**src/rtl/ref_mon_pkg.sv**
```systemverilog
package ref_mon_pkg;
  typedef enum logic {
    REF_LOST    = 1'b0,
    REF_PRESENT = 1'b1
  } ref_state_e;
endpackage

```
**src/rtl/ref_edge_sync.sv**
```systemverilog
module ref_edge_sync #(
  parameter int STAGES = 2
) (
  input  logic clk,
  input  logic rst_n,
  input  logic async_in,
  output logic rise_pulse
);
  logic [STAGES-1:0] chain;
  logic              last_q;

  generate
    for (genvar g = 0; g < STAGES; g++) begin : g_sync
      if (g == 0) begin : g_first
        always_ff @(posedge clk) begin
          if (!rst_n) chain[0] <= 1'b0;
          else        chain[0] <= async_in;
        end
      end else begin : g_rest
        always_ff @(posedge clk) begin
          if (!rst_n) chain[g] <= 1'b0;
          else        chain[g] <= chain[g-1];
        end
      end
    end
  endgenerate

  always_ff @(posedge clk) begin
    if (!rst_n) last_q <= 1'b0;
    else        last_q <= chain[STAGES-1];
  end

  assign rise_pulse = chain[STAGES-1] & ~last_q;

  AST_PULSE_SINGLE: assert property (@(posedge clk) disable iff (!rst_n)
    rise_pulse |=> !rise_pulse);
endmodule

```
**src/rtl/ref_window_timer.sv**
```systemverilog
module ref_window_timer #(
  parameter int WIN = 13248,
  localparam int TW = (WIN > 1) ? $clog2(WIN) : 1
) (
  input  logic clk,
  input  logic rst_n,
  output logic win_end
);
  logic [TW-1:0] tick_q;
  localparam logic [TW-1:0] LAST = TW'(WIN - 1);

  assign win_end = (tick_q == LAST);

  always_ff @(posedge clk) begin
    if (!rst_n)       tick_q <= '0;
    else if (win_end) tick_q <= '0;
    else              tick_q <= tick_q + 1'b1;
  end

  AST_TIMER_RANGE: assert property (@(posedge clk) disable iff (!rst_n)
    tick_q <= LAST);
  AST_TIMER_WRAP: assert property (@(posedge clk) disable iff (!rst_n)
    win_end |=> tick_q == '0);
endmodule

```
**src/rtl/ref_edge_judge.sv**
```systemverilog
module ref_edge_judge
  import ref_mon_pkg::*;
#(
  parameter int THRESH = 2,
  parameter int SAT    = 4,
  localparam int CW = $clog2(SAT + 1)
) (
  input  logic       clk,
  input  logic       rst_n,
  input  logic       rise_pulse,
  input  logic       win_end,
  output ref_state_e state
);
  localparam logic [CW-1:0] SAT_V = CW'(SAT);
  localparam logic [CW-1:0] THR_V = CW'(THRESH);

  logic [CW-1:0] cnt_q;
  logic [CW-1:0] cnt_inc;

  always_comb begin
    cnt_inc = cnt_q;
    if (rise_pulse && cnt_q != SAT_V) cnt_inc = cnt_q + 1'b1;
  end

  always_ff @(posedge clk) begin
    if (!rst_n) begin
      cnt_q <= '0;
      state <= REF_LOST;
    end else if (win_end) begin
      cnt_q <= '0;
      state <= (cnt_inc >= THR_V) ? REF_PRESENT : REF_LOST;
    end else begin
      cnt_q <= cnt_inc;
    end
  end

  AST_CNT_SATURATE: assert property (@(posedge clk) disable iff (!rst_n)
    cnt_q <= SAT_V);
  AST_CNT_CLEAR: assert property (@(posedge clk) disable iff (!rst_n)
    win_end |=> cnt_q == '0);
  AST_HOLD_MIDWIN: assert property (@(posedge clk) disable iff (!rst_n)
    !win_end |=> $stable(state));
endmodule

```
**src/rtl/ref_presence_mon.sv**
```systemverilog
module ref_presence_mon
  import ref_mon_pkg::*;
#(
  parameter int RATIO       = 4416,
  parameter int PERIODS     = 3,
  parameter int THRESH      = 2,
  parameter int SAT         = 4,
  parameter int SYNC_STAGES = 2,
  localparam int WIN = RATIO * PERIODS
) (
  input  logic clk,
  input  logic rst_n,
  input  logic ref_in,
  output logic ref_ok,
  output logic free_run
);
  logic       rise_pulse;
  logic       win_end;
  ref_state_e state;

  ref_edge_sync #(.STAGES(SYNC_STAGES)) sync_i (
    .clk(clk), .rst_n(rst_n), .async_in(ref_in), .rise_pulse(rise_pulse)
  );

  ref_window_timer #(.WIN(WIN)) timer_i (
    .clk(clk), .rst_n(rst_n), .win_end(win_end)
  );

  ref_edge_judge #(.THRESH(THRESH), .SAT(SAT)) judge_i (
    .clk(clk), .rst_n(rst_n), .rise_pulse(rise_pulse),
    .win_end(win_end), .state(state)
  );

  assign ref_ok   = (state == REF_PRESENT);
  assign free_run = (state == REF_LOST);

  AST_FREE_RUN_COMPL: assert property (@(posedge clk) disable iff (!rst_n)
    free_run != ref_ok);
endmodule

```
**config.mk**
```make
export PLATFORM = sky130hd
export DESIGN_NAME = ref_presence_mon
export DESIGN_NICKNAME = d
export VERILOG_FILES = /design/src/rtl/ref_mon_pkg.sv /design/src/rtl/ref_edge_sync.sv /design/src/rtl/ref_window_timer.sv /design/src/rtl/ref_edge_judge.sv /design/src/rtl/ref_presence_mon.sv
export SDC_FILE = /design/constraint.sdc
export NUM_CORES = 1
export LEC_CHECK = 0
export BUFFER_PORTS_ARGS = -buffer_cell sky130_fd_sc_hd__buf_2
export CAP_MARGIN = 25
export CORE_MARGIN = 1
export CORE_UTILIZATION = 57
export CTS_CLUSTER_DIAMETER = 150
export DETAILED_ROUTE_END_ITERATION = 12
export PLACE_DENSITY = 0.71
export SYNTH_ARGS = -nofsm -noshare
export SYNTH_HDL_FRONTEND = slang
export SYNTH_SLANG_ARGS = --single-unit
```
**constraint.sdc**
```tcl
create_clock -name clk -period 1.84 [get_ports clk]
set_clock_uncertainty 0.1 [all_clocks]
set_input_delay 0.092 -clock clk [delete_from_list [all_inputs] [get_ports clk]]
set_output_delay 0.092 -clock clk [all_outputs]
set_load 0.05 [all_outputs]
```
# --- Yosys cells after proc, flatten, opt, wreduce, memory -nomap -nowiden ---
# Index checks and enable logic that the tools add are counted.
op_classes:
  n_addsub: 2
  n_mul: 0
  n_div: 0
  n_lt_le_gt_ge: 1
  eq_ne: 2
  n_shift: 0
  n_mux: 2
  n_bitwise: 4
  n_reduce_logical: 2
ops:
  columns: ["operator", "n"]
  rows:
  - ["14-bit by 1-bit adder with 14-bit output (second input constant)", 1]
  - ["14-bit == test (second input constant)", 1]
  - ["3-bit by 1-bit adder with 3-bit output (second input constant)", 1]
  - ["3-bit by 2-bit >= comparator with 1-bit output (second input constant)", 1]
  - ["3-bit two-way mux", 1]
  - ["3-bit inequality test (second input constant)", 1]
  - ["1-bit NOT", 3]
  - ["2-bit OR reduction", 1]
  - ["1-bit AND", 1]
  - ["1-bit logical AND", 1]
  - ["1-bit two-way mux", 1]
word_totals:
  ff_bits: 21
  latch_bits: 0
  ramBits: 0
  rom_bits: 0
  in_bits: 3
  output_inout_bits: 2
  wordCells: 19
  n_memories: 0

# --- Depth between registers and ports, before layout ---
# Gate-level depths: netlist (run 1).
logic_depth:
  ltp_word: 6
  mapped_depth: 6
  depth_no_buf: 6

# --- Modules after synthesis ---
# Synthesis (run 1) repeated with hierarchy kept, for this count alone.
unflattened:
  hier_cells: 96
  hier_area_um2: 893.4
by_module_without_submodules:
  columns: ["module", "n_inst", "cells_per_inst", "area_each_um2"]
  rows:
  - ["ref_window_timer", 1, 68, 605.6]
  - ["ref_edge_judge", 1, 20, 191.4]
  - ["ref_edge_sync", 1, 7, 92.6]
  - ["ref_presence_mon", 1, 1, 3.8]

# --- Least setup slack after synthesis (run 1) ---
# Ideal clock, no wire load.
synth_path:
  path_type: "flip-flop to flip-flop"
  from: "register timer_i.tick_q[0]"
  to: "register judge_i.cnt_q[0]"
  setup_ns: 0.115
  t_arrival_ns: 1.236
  required_ns: 1.625
  path_slack_ns: 0.390
  stages_incl_launch_ff: 7
  path_buffers: 1
  period_less_slack_ns: 1.450
  cell_sequence: "dfxtp_1 > ha_1 > and3_1 > nand4_2 > nand2_4 > buf_6 > nor2_1"
synth_via:
  elab_chain_len: 2
synth_rtl:
  columns: ["element", "line_no", "source"]
  rows:
  - ["start: declaration", "ref_window_timer.sv:9", "logic [TW-1:0] tick_q;"]
  - ["start signal: assignment", "ref_window_timer.sv:17", "else tick_q <= tick_q + 1'b1;"]
  - ["14-bit == test", "ref_window_timer.sv:12", "assign win_end = (tick_q == LAST);"]
  - ["2-bit OR reduction (no line)", null, null]
  - ["end signal: assignment", "ref_edge_judge.sv:33", "cnt_q <= cnt_inc;"]
  - ["end: declaration", "ref_edge_judge.sv:17", "logic [CW-1:0] cnt_q;"]
# Every way passes these cells.
# A chain may end at the register's enable or synchronous reset.

# --- Worst setup path after layout (run 1) ---
layout_path:
  from: "register timer_i.tick_q[0]"
  to: "register judge_i.cnt_q[2]"
# The elaborated chain is that of the path after synthesis.

==> key figures, run 1 <==
Clocking
  • CTS clock-pin slew for the worst setup and hold paths: 0.11 ns
  • CTS tree: done
  • CTS Sinks: 21
  • Clock root cell: clkbuf_4
  • Buffer depth of the longest clock path: 2
  • CTS Buf Count: 3
  • H-tree depth: 1
  • Clock latency on the worst-skew pair: 0.29 ns
  • PostCTS Resize Cnt: 0

Power and ir drop
  • Total power: slightly above 0.7 mW
  • Maximum vdd drop: approximately 600 uV
  • Combinational share of power: 5.0%
  • Static Leak: 0.400 nW
  • Sequential fraction of design power: 65.4%
  • Sw Ratio: 21.5%
  • Internal Pwr Total: 0.566 mW
  • Net Switching: ~0.15 mW
  • Power per cell area: between 700 and 800 mW/mm2
  • Clock power share: between 20% and 30%

Die
  • DIE AREA: roughly 0.0018 mm2
  • Core Area: 0.00151 mm2
  • Die W: 42.2 um
  • IO Count: 5
  • Die Ht: 42.2 um
  • Starting Density: between 60 and 70%
  • Standard-cell row count: 14

Worst setup path
  • Setup Crit Path Kind: reg2reg
  • CP endpoint kind: flop
  • RR Startpoint: timer_i.tick_q[0]$_SDFF_PP0_
  • CP startpoint: timer_i.tick_q[0]$_SDFF_PP0_
  • CP startpoint kind: flop
  • Worst R2R Path Depth: 5
  • Data required time of the worst path: 1.93 ns
  • Critical R2R Capture: judge_i.cnt_q[2]$_SDFF_PP0_
  • Worst Path Arrival: 1.66 ns
  • Critical path endpoint: judge_i.cnt_q[2]$_SDFF_PP0_
  • CP Max Fanout: 16
  • Reg2reg setup slack: about 0.27 ns

Synthesis
  • Cell variety after synth: 26
  • Cell Area, Synth: 921 um2
  • Synth area leaders: dfxtp_1 46%, xor2_1 9.5%, nor2_1 6.5%
  • Seq/Total Area, Yosys: between 40% and 50%
  • Seq cells post-synth: 21
  • Average cell area after synthesis: 9.40 um2
  • Mapped Cells: between 90 and 100
  • Syn_nets: 104
  • Post-synth top area share: around 46%
  • Cell taking the most area after synthesis: dfxtp_1
  • Ys Warns: 0

Final layout
  • Most frequent cells in the layout: 21 x dfxtp_1, 16 x nor2_1, 10 x xor2_1, 7 x nand3_1
  • Antenna fix cells: 0
  • Area Overhead vs Synth: 7.61%
  • Final instance area: 991 um2
  • Final net count: 113
  • Share of cells above drive strength 1: a little under an eighth
  • Most common cell after layout, fill and taps aside: dfxtp_1

Drt
  • WL met2: around 580 um
  • WL met3: slightly below 40 um
  • DRT met1 WL: 723 um
  • Drt total wl: 1.36 mm
  • Via count: 640
  • Max layer used: met4
  • Routed len/inst: 11.1 um
  • Routed Antenna Nets: 0
  • Detailed Routing Iterations Pass 1: 4
  • Post-route DRC: 0
  • Post-DR vias/cell: 5.25
  • Initial DRC count: 9

Timing
  • Fin. Hold Viols: 0
  • Hold Slack: 0.343 ns
  • Measured slew at the worst slew-check pin: 0.333 ns
  • # setup viols final: 0
  • Relative slew slack: 77.8%
  • Fin Setup TNS: 0 ns
  • Final period utilization: 85.2%
  • Final slew viol count: 0
  • RSZ-0062 raised after global routing: false
  • FMAX: 638 MHz
  • Fin crit period: 1.57 ns

Placed design
  • GPL Wtd Cong: 0.771
  • Placed cell area: 945 um2
  • Port Buffers: 4
  • Placed wire-length estimate: 980 um

Global route
  • Antenna violations before repair: 0
  • First-pass GRT wire length: 2.44 mm
  • Global Route Usage Sum: 17.5%
  • Congestion Overflow GR: 0
  • Largest net degree at the start of global routing: 17
  • Vias in the first global route: 588

Run status
  • Status: finished, final reports clean

Job
  • Max Cap Viol: 0

Min path
  • Worst Hold Class: reg2reg
## what timing repair did
action / CTS / global route
hold endpoints to repair: 2 / 0
hold buffers: 2 / 0
setup buffers: 0 / 0
## cell usage after synthesis
| master | instances |
|---|---|
| xor2_1 | 10 |
| nand2_1 | 5 |
| nor4b_2 | 1 |
| nand3_1 | 7 |
| o2bb2ai_1 | 1 |
| and3_1 | 3 |
| inv_1 | 5 |
| dfxtp_1 | 21 |
| nor2b_1 | 1 |
| o31ai_1 | 1 |
| ha_1 | 3 |
| mux2i_1 | 1 |
| and3_2 | 1 |
| and4_2 | 1 |
| nor2_1 | 16 |
| nand2_4 | 1 |
| nand4_2 | 1 |
| and4b_1 | 1 |
| nor3_1 | 1 |
| a21oi_1 | 2 |
| buf_2 | 1 |
| buf_6 | 1 |
| and4_1 | 2 |
| and2_1 | 4 |
| xnor2_1 | 3 |
| nand4_1 | 4 |
## logic make-up (layout without fill, tap and decap cells)
| logic type | after synthesis | after routing | share of synthesized area [%] |
|---|---|---|---|
| XOR/XNOR | 13 | 13 | 12.4 |
| AO/OA/AOI/OAI | 4 | 4 | 2.85 |
| buffers and inverters | 7 | 15 | 3.80 |
| multiplexers | 1 | 1 | 1.09 |
| flip-flops | 21 | 21 | 45.7 |
| adder cells (fa/ha/maj) | 3 | 3 | 4.08 |
| AND/OR/NAND/NOR | 49 | 49 | 30.2 |
## state kept, by name, indices dropped and copies added (netlist names)
signal,flops
timer_i.tick_q,14
judge_i.state,1
judge_i.cnt_q,3
sync_i.chain,2
sync_i.last_q,1
## worst min path at each step
stage                               start                         end  slack [ns]  depth (start not counted)
2_1_floorplan                       rst_n  sync_i.chain[0]$_SDFF_PN0_        0.11                          1
3_5_place_dp                       ref_in  sync_i.chain[0]$_SDFF_PN0_        0.20                          2
6_report       sync_i.chain[0]$_SDFF_PN0_  sync_i.chain[1]$_SDFF_PN0_        0.34                          1
5_1_grt        sync_i.chain[0]$_SDFF_PN0_  sync_i.chain[1]$_SDFF_PN0_        0.37                          1
4_1_cts        sync_i.chain[0]$_SDFF_PN0_  sync_i.chain[1]$_SDFF_PN0_        0.35                          1
3_3_place_gp                       ref_in  sync_i.chain[0]$_SDFF_PN0_        0.20                          2
## cell type report
class                   instances  area [um2]
clock buffers                   4        26.3
fillers                       117         515
inverters                       5        18.8
multi-input cells              70         465
flip-flops and latches         21         420
well taps                      16        20.0
repair buffers                  6        40.0
## routing by layer
layer  up-vias  GRT usage (%)
met5         -              0
met4         0           7.50
met3         2           3.88
met2        10           27.7
met1       278           23.0
li1        350              -
## critical path: stages (launching register included)
cell and delay [ns]:
dfxtp_1 0.38, ha_1 0.24, and3_1 0.25, nand4_2 0.19, nand2_4 0.22, nor3_1 0.08
## power groups by stage
stage	registers [mW]	clock network (mW)	logic, mW
floorplan	0.480	0	0.0272
global placement	0.481	0	0.0337
detailed placement	0.482	0	0.0329
CTS	0.471	0.219	0.0365
global route	0.473	0.239	0.0417
finish	0.471	0.213	0.0362
## metrics by stage
stage | util, % | setup WS, ns | std cells
4_1_cts | 65.8 | 0.265 | 122
5_1_grt | 65.8 | 0.137 | 122
6_report | 65.8 | 0.273 | 122
2_1_floorplan | - | 0.390 | 98
3_3_place_gp | 62.7 | 0.361 | 116
3_5_place_dp | 62.7 | 0.290 | 116
Power figures use the tool's default switching activity.
==> run 2: changes to the inputs <==
--- a/config.mk
+++ b/config.mk
@@ -9,6 +9,7 @@
 export CAP_MARGIN = 25
 export CORE_MARGIN = 1
 export CORE_UTILIZATION = 57
+export CTS_BUF_LIST = sky130_fd_sc_hd__clkbuf_16
 export CTS_CLUSTER_DIAMETER = 150
 export DETAILED_ROUTE_END_ITERATION = 12
 export PLACE_DENSITY = 0.71
==> run 2 against run 1 <==
Effect of this change:
- cell area is 4.3% higher
- wire length is 4.3% higher
- count of clock-buffer cells in the layout is 1 lower
- combinational power is 3% lower
- critical path type unchanged
- largest power group unchanged
==> key figures, run 2 (synthesized netlist as in run 1, its figures left out) <==
Global route
  • Vias in the first global route: 621
  • First-pass GRT wire length: 2.57 mm
  • Largest net degree at the start of global routing: 17
  • Global Route Usage Sum: 19.2%
  • Congestion Overflow GR: 0
  • Antenna violations before repair: 0

Job
  • Max Cap Viol: 0

Min path
  • Worst Hold Class: in2reg
  • Worst Hold Path Cells: 2

Timing
  • Relative slew slack: 78.4%
  • Fin crit period: 1.57 ns
  • FMAX: 635 MHz
  • Final period utilization: between 80% and 90%
  • Fin. Hold Viols: 0
  • Fin Setup TNS: 0 ns
  • # setup viols final: 0
  • Measured slew at the worst slew-check pin: 0.324 ns
  • Final slew viol count: 0
  • RSZ-0062 raised after global routing: false

Placed design
  • GPL Wtd Cong: 0.771
  • Placed wire-length estimate: 980 um
  • Placed cell area: 945 um2
  • Port Buffers: 4

Clocking
  • CTS Sinks: 21
  • Clock latency on the worst-skew pair: roughly 0.25 ns
  • H-tree depth: 1
  • CTS tree: done
  • CTS clock-pin slew for the worst setup and hold paths: 0.05 ns
  • CTS Buf Count: 3
  • Clock root cell: clkbuf_16
  • Buffer depth of the longest clock path: 2

Die
  • IO Count: 5
  • Core Area: 0.00151 mm2
  • Die W: 42.2 um
  • Die Ht: 42.2 um
  • Standard-cell row count: 14
  • DIE AREA: 0.00178 mm2
  • Starting Density: roughly three fifths

Worst setup path
  • Worst R2R Path Depth: 5
  • Worst Path Arrival: about 1.6 ns
  • Setup Crit Path Kind: reg2reg
  • CP startpoint kind: flop
  • Data required time of the worst path: 1.88 ns
  • CP endpoint kind: flop
  • CP Max Fanout: 16

Drt
  • Detailed Routing Iterations Pass 1: 5
  • Initial DRC count: 8
  • Post-route DRC: 0
  • Routed Antenna Nets: 0
  • Routed len/inst: between 10 and 15 um
  • Via count: 647
  • Post-DR vias/cell: 5.35
  • Drt total wl: 1.42 mm

Power and ir drop
  • Power per cell area: 918 mW/mm2
  • Static Leak: 0.424 nW
  • Total power: 0.948 mW
  • Maximum vdd drop: 751 uV

Final layout
  • Final instance area: 0.00103 mm2
  • Final net count: approximately 110
  • Antenna fix cells: 0
  • Regs by FF count: timer_i.tick_q: 14 flops, judge_i.cnt_q: 3 flops, sync_i.chain: 2 flops
  • Most common cell after layout, fill and taps aside: dfxtp_1
  • Most frequent cells in the layout: 21 x dfxtp_1, 16 x nor2_1, 10 x xor2_1, 7 x nand3_1, 6 x inv_1
  • Max reg flops: 14
  • Share of cells above drive strength 1: 11.4%
  • Area Overhead vs Synth: 12.2%
  • Top reg by flops: timer_i.tick_q

Run status
  • Status: finished, final reports clean
## run 2: layer usage
metal	vias to the layer above	share of wire (%)	global-route usage [%]
met3	2	1.8	5.60
met5	-	0	0
li1	346	-	-
met2	4	46	30.2
met4	0	0.99	11.9
met1	295	51	22.7
## run 2: worst max-delay path, stage by stage (launching register included)
cell and delay, ns:
dfxtp_1 0.36, ha_1 0.24, and3_1 0.25, nand4_2 0.19
nand2_4 0.22, nor3_1 0.09
## run 2: worst paths after layout
path	endpoint	slack, ns	from
worst min-delay path	sync_i.chain[1]$_SDFF_PN0_	0.06	rst_n
worst max-delay path	judge_i.cnt_q[2]$_SDFF_PP0_	0.27	timer_i.tick_q[0]$_SDFF_PP0_
worst min register to register	sync_i.chain[1]$_SDFF_PN0_	0.33	sync_i.chain[0]$_SDFF_PN0_
worst max register to register	judge_i.cnt_q[2]$_SDFF_PP0_	0.27	timer_i.tick_q[0]$_SDFF_PP0_
## run 2: metrics by stage
stage	std cells	hold slack, ns	setup WS, ns	utilization [%]
6_report	121	0.0552	0.266	68.6
5_1_grt	121	0.0724	0.137	68.6
4_1_cts	121	0.0594	0.263	68.6
3_5_place_dp	116	0.203	0.290	62.7
3_3_place_gp	116	0.201	0.361	62.7
2_1_floorplan	98	0.114	0.390	-
## run 2: layout make-up
| cell class | count | area [um2] |
|---|---|---|
| clock buffer | 3 | 75.1 |
| clock inverter | 1 | 3.75 |
| fill | 109 | 473 |
| inverter | 5 | 18.8 |
| multi-input combinational | 70 | 465 |
| sequential | 21 | 420 |
| tap | 16 | 20.0 |
| timing repair buffer | 5 | 30.0 |
## run 2: what timing repair did
item                                   CTS  global route
endpoints found under the hold margin    1             0
hold buffers                             1             0
buffers inserted                         0             0
resized for setup                        0             0
## run 2: power breakdown
part | switching (mW) | internal [mW]
Sequential | 0.00701 | 0.465
Clock | 0.153 | 0.289
Combinational | 0.0190 | 0.0160
Total | 0.179 | 0.770
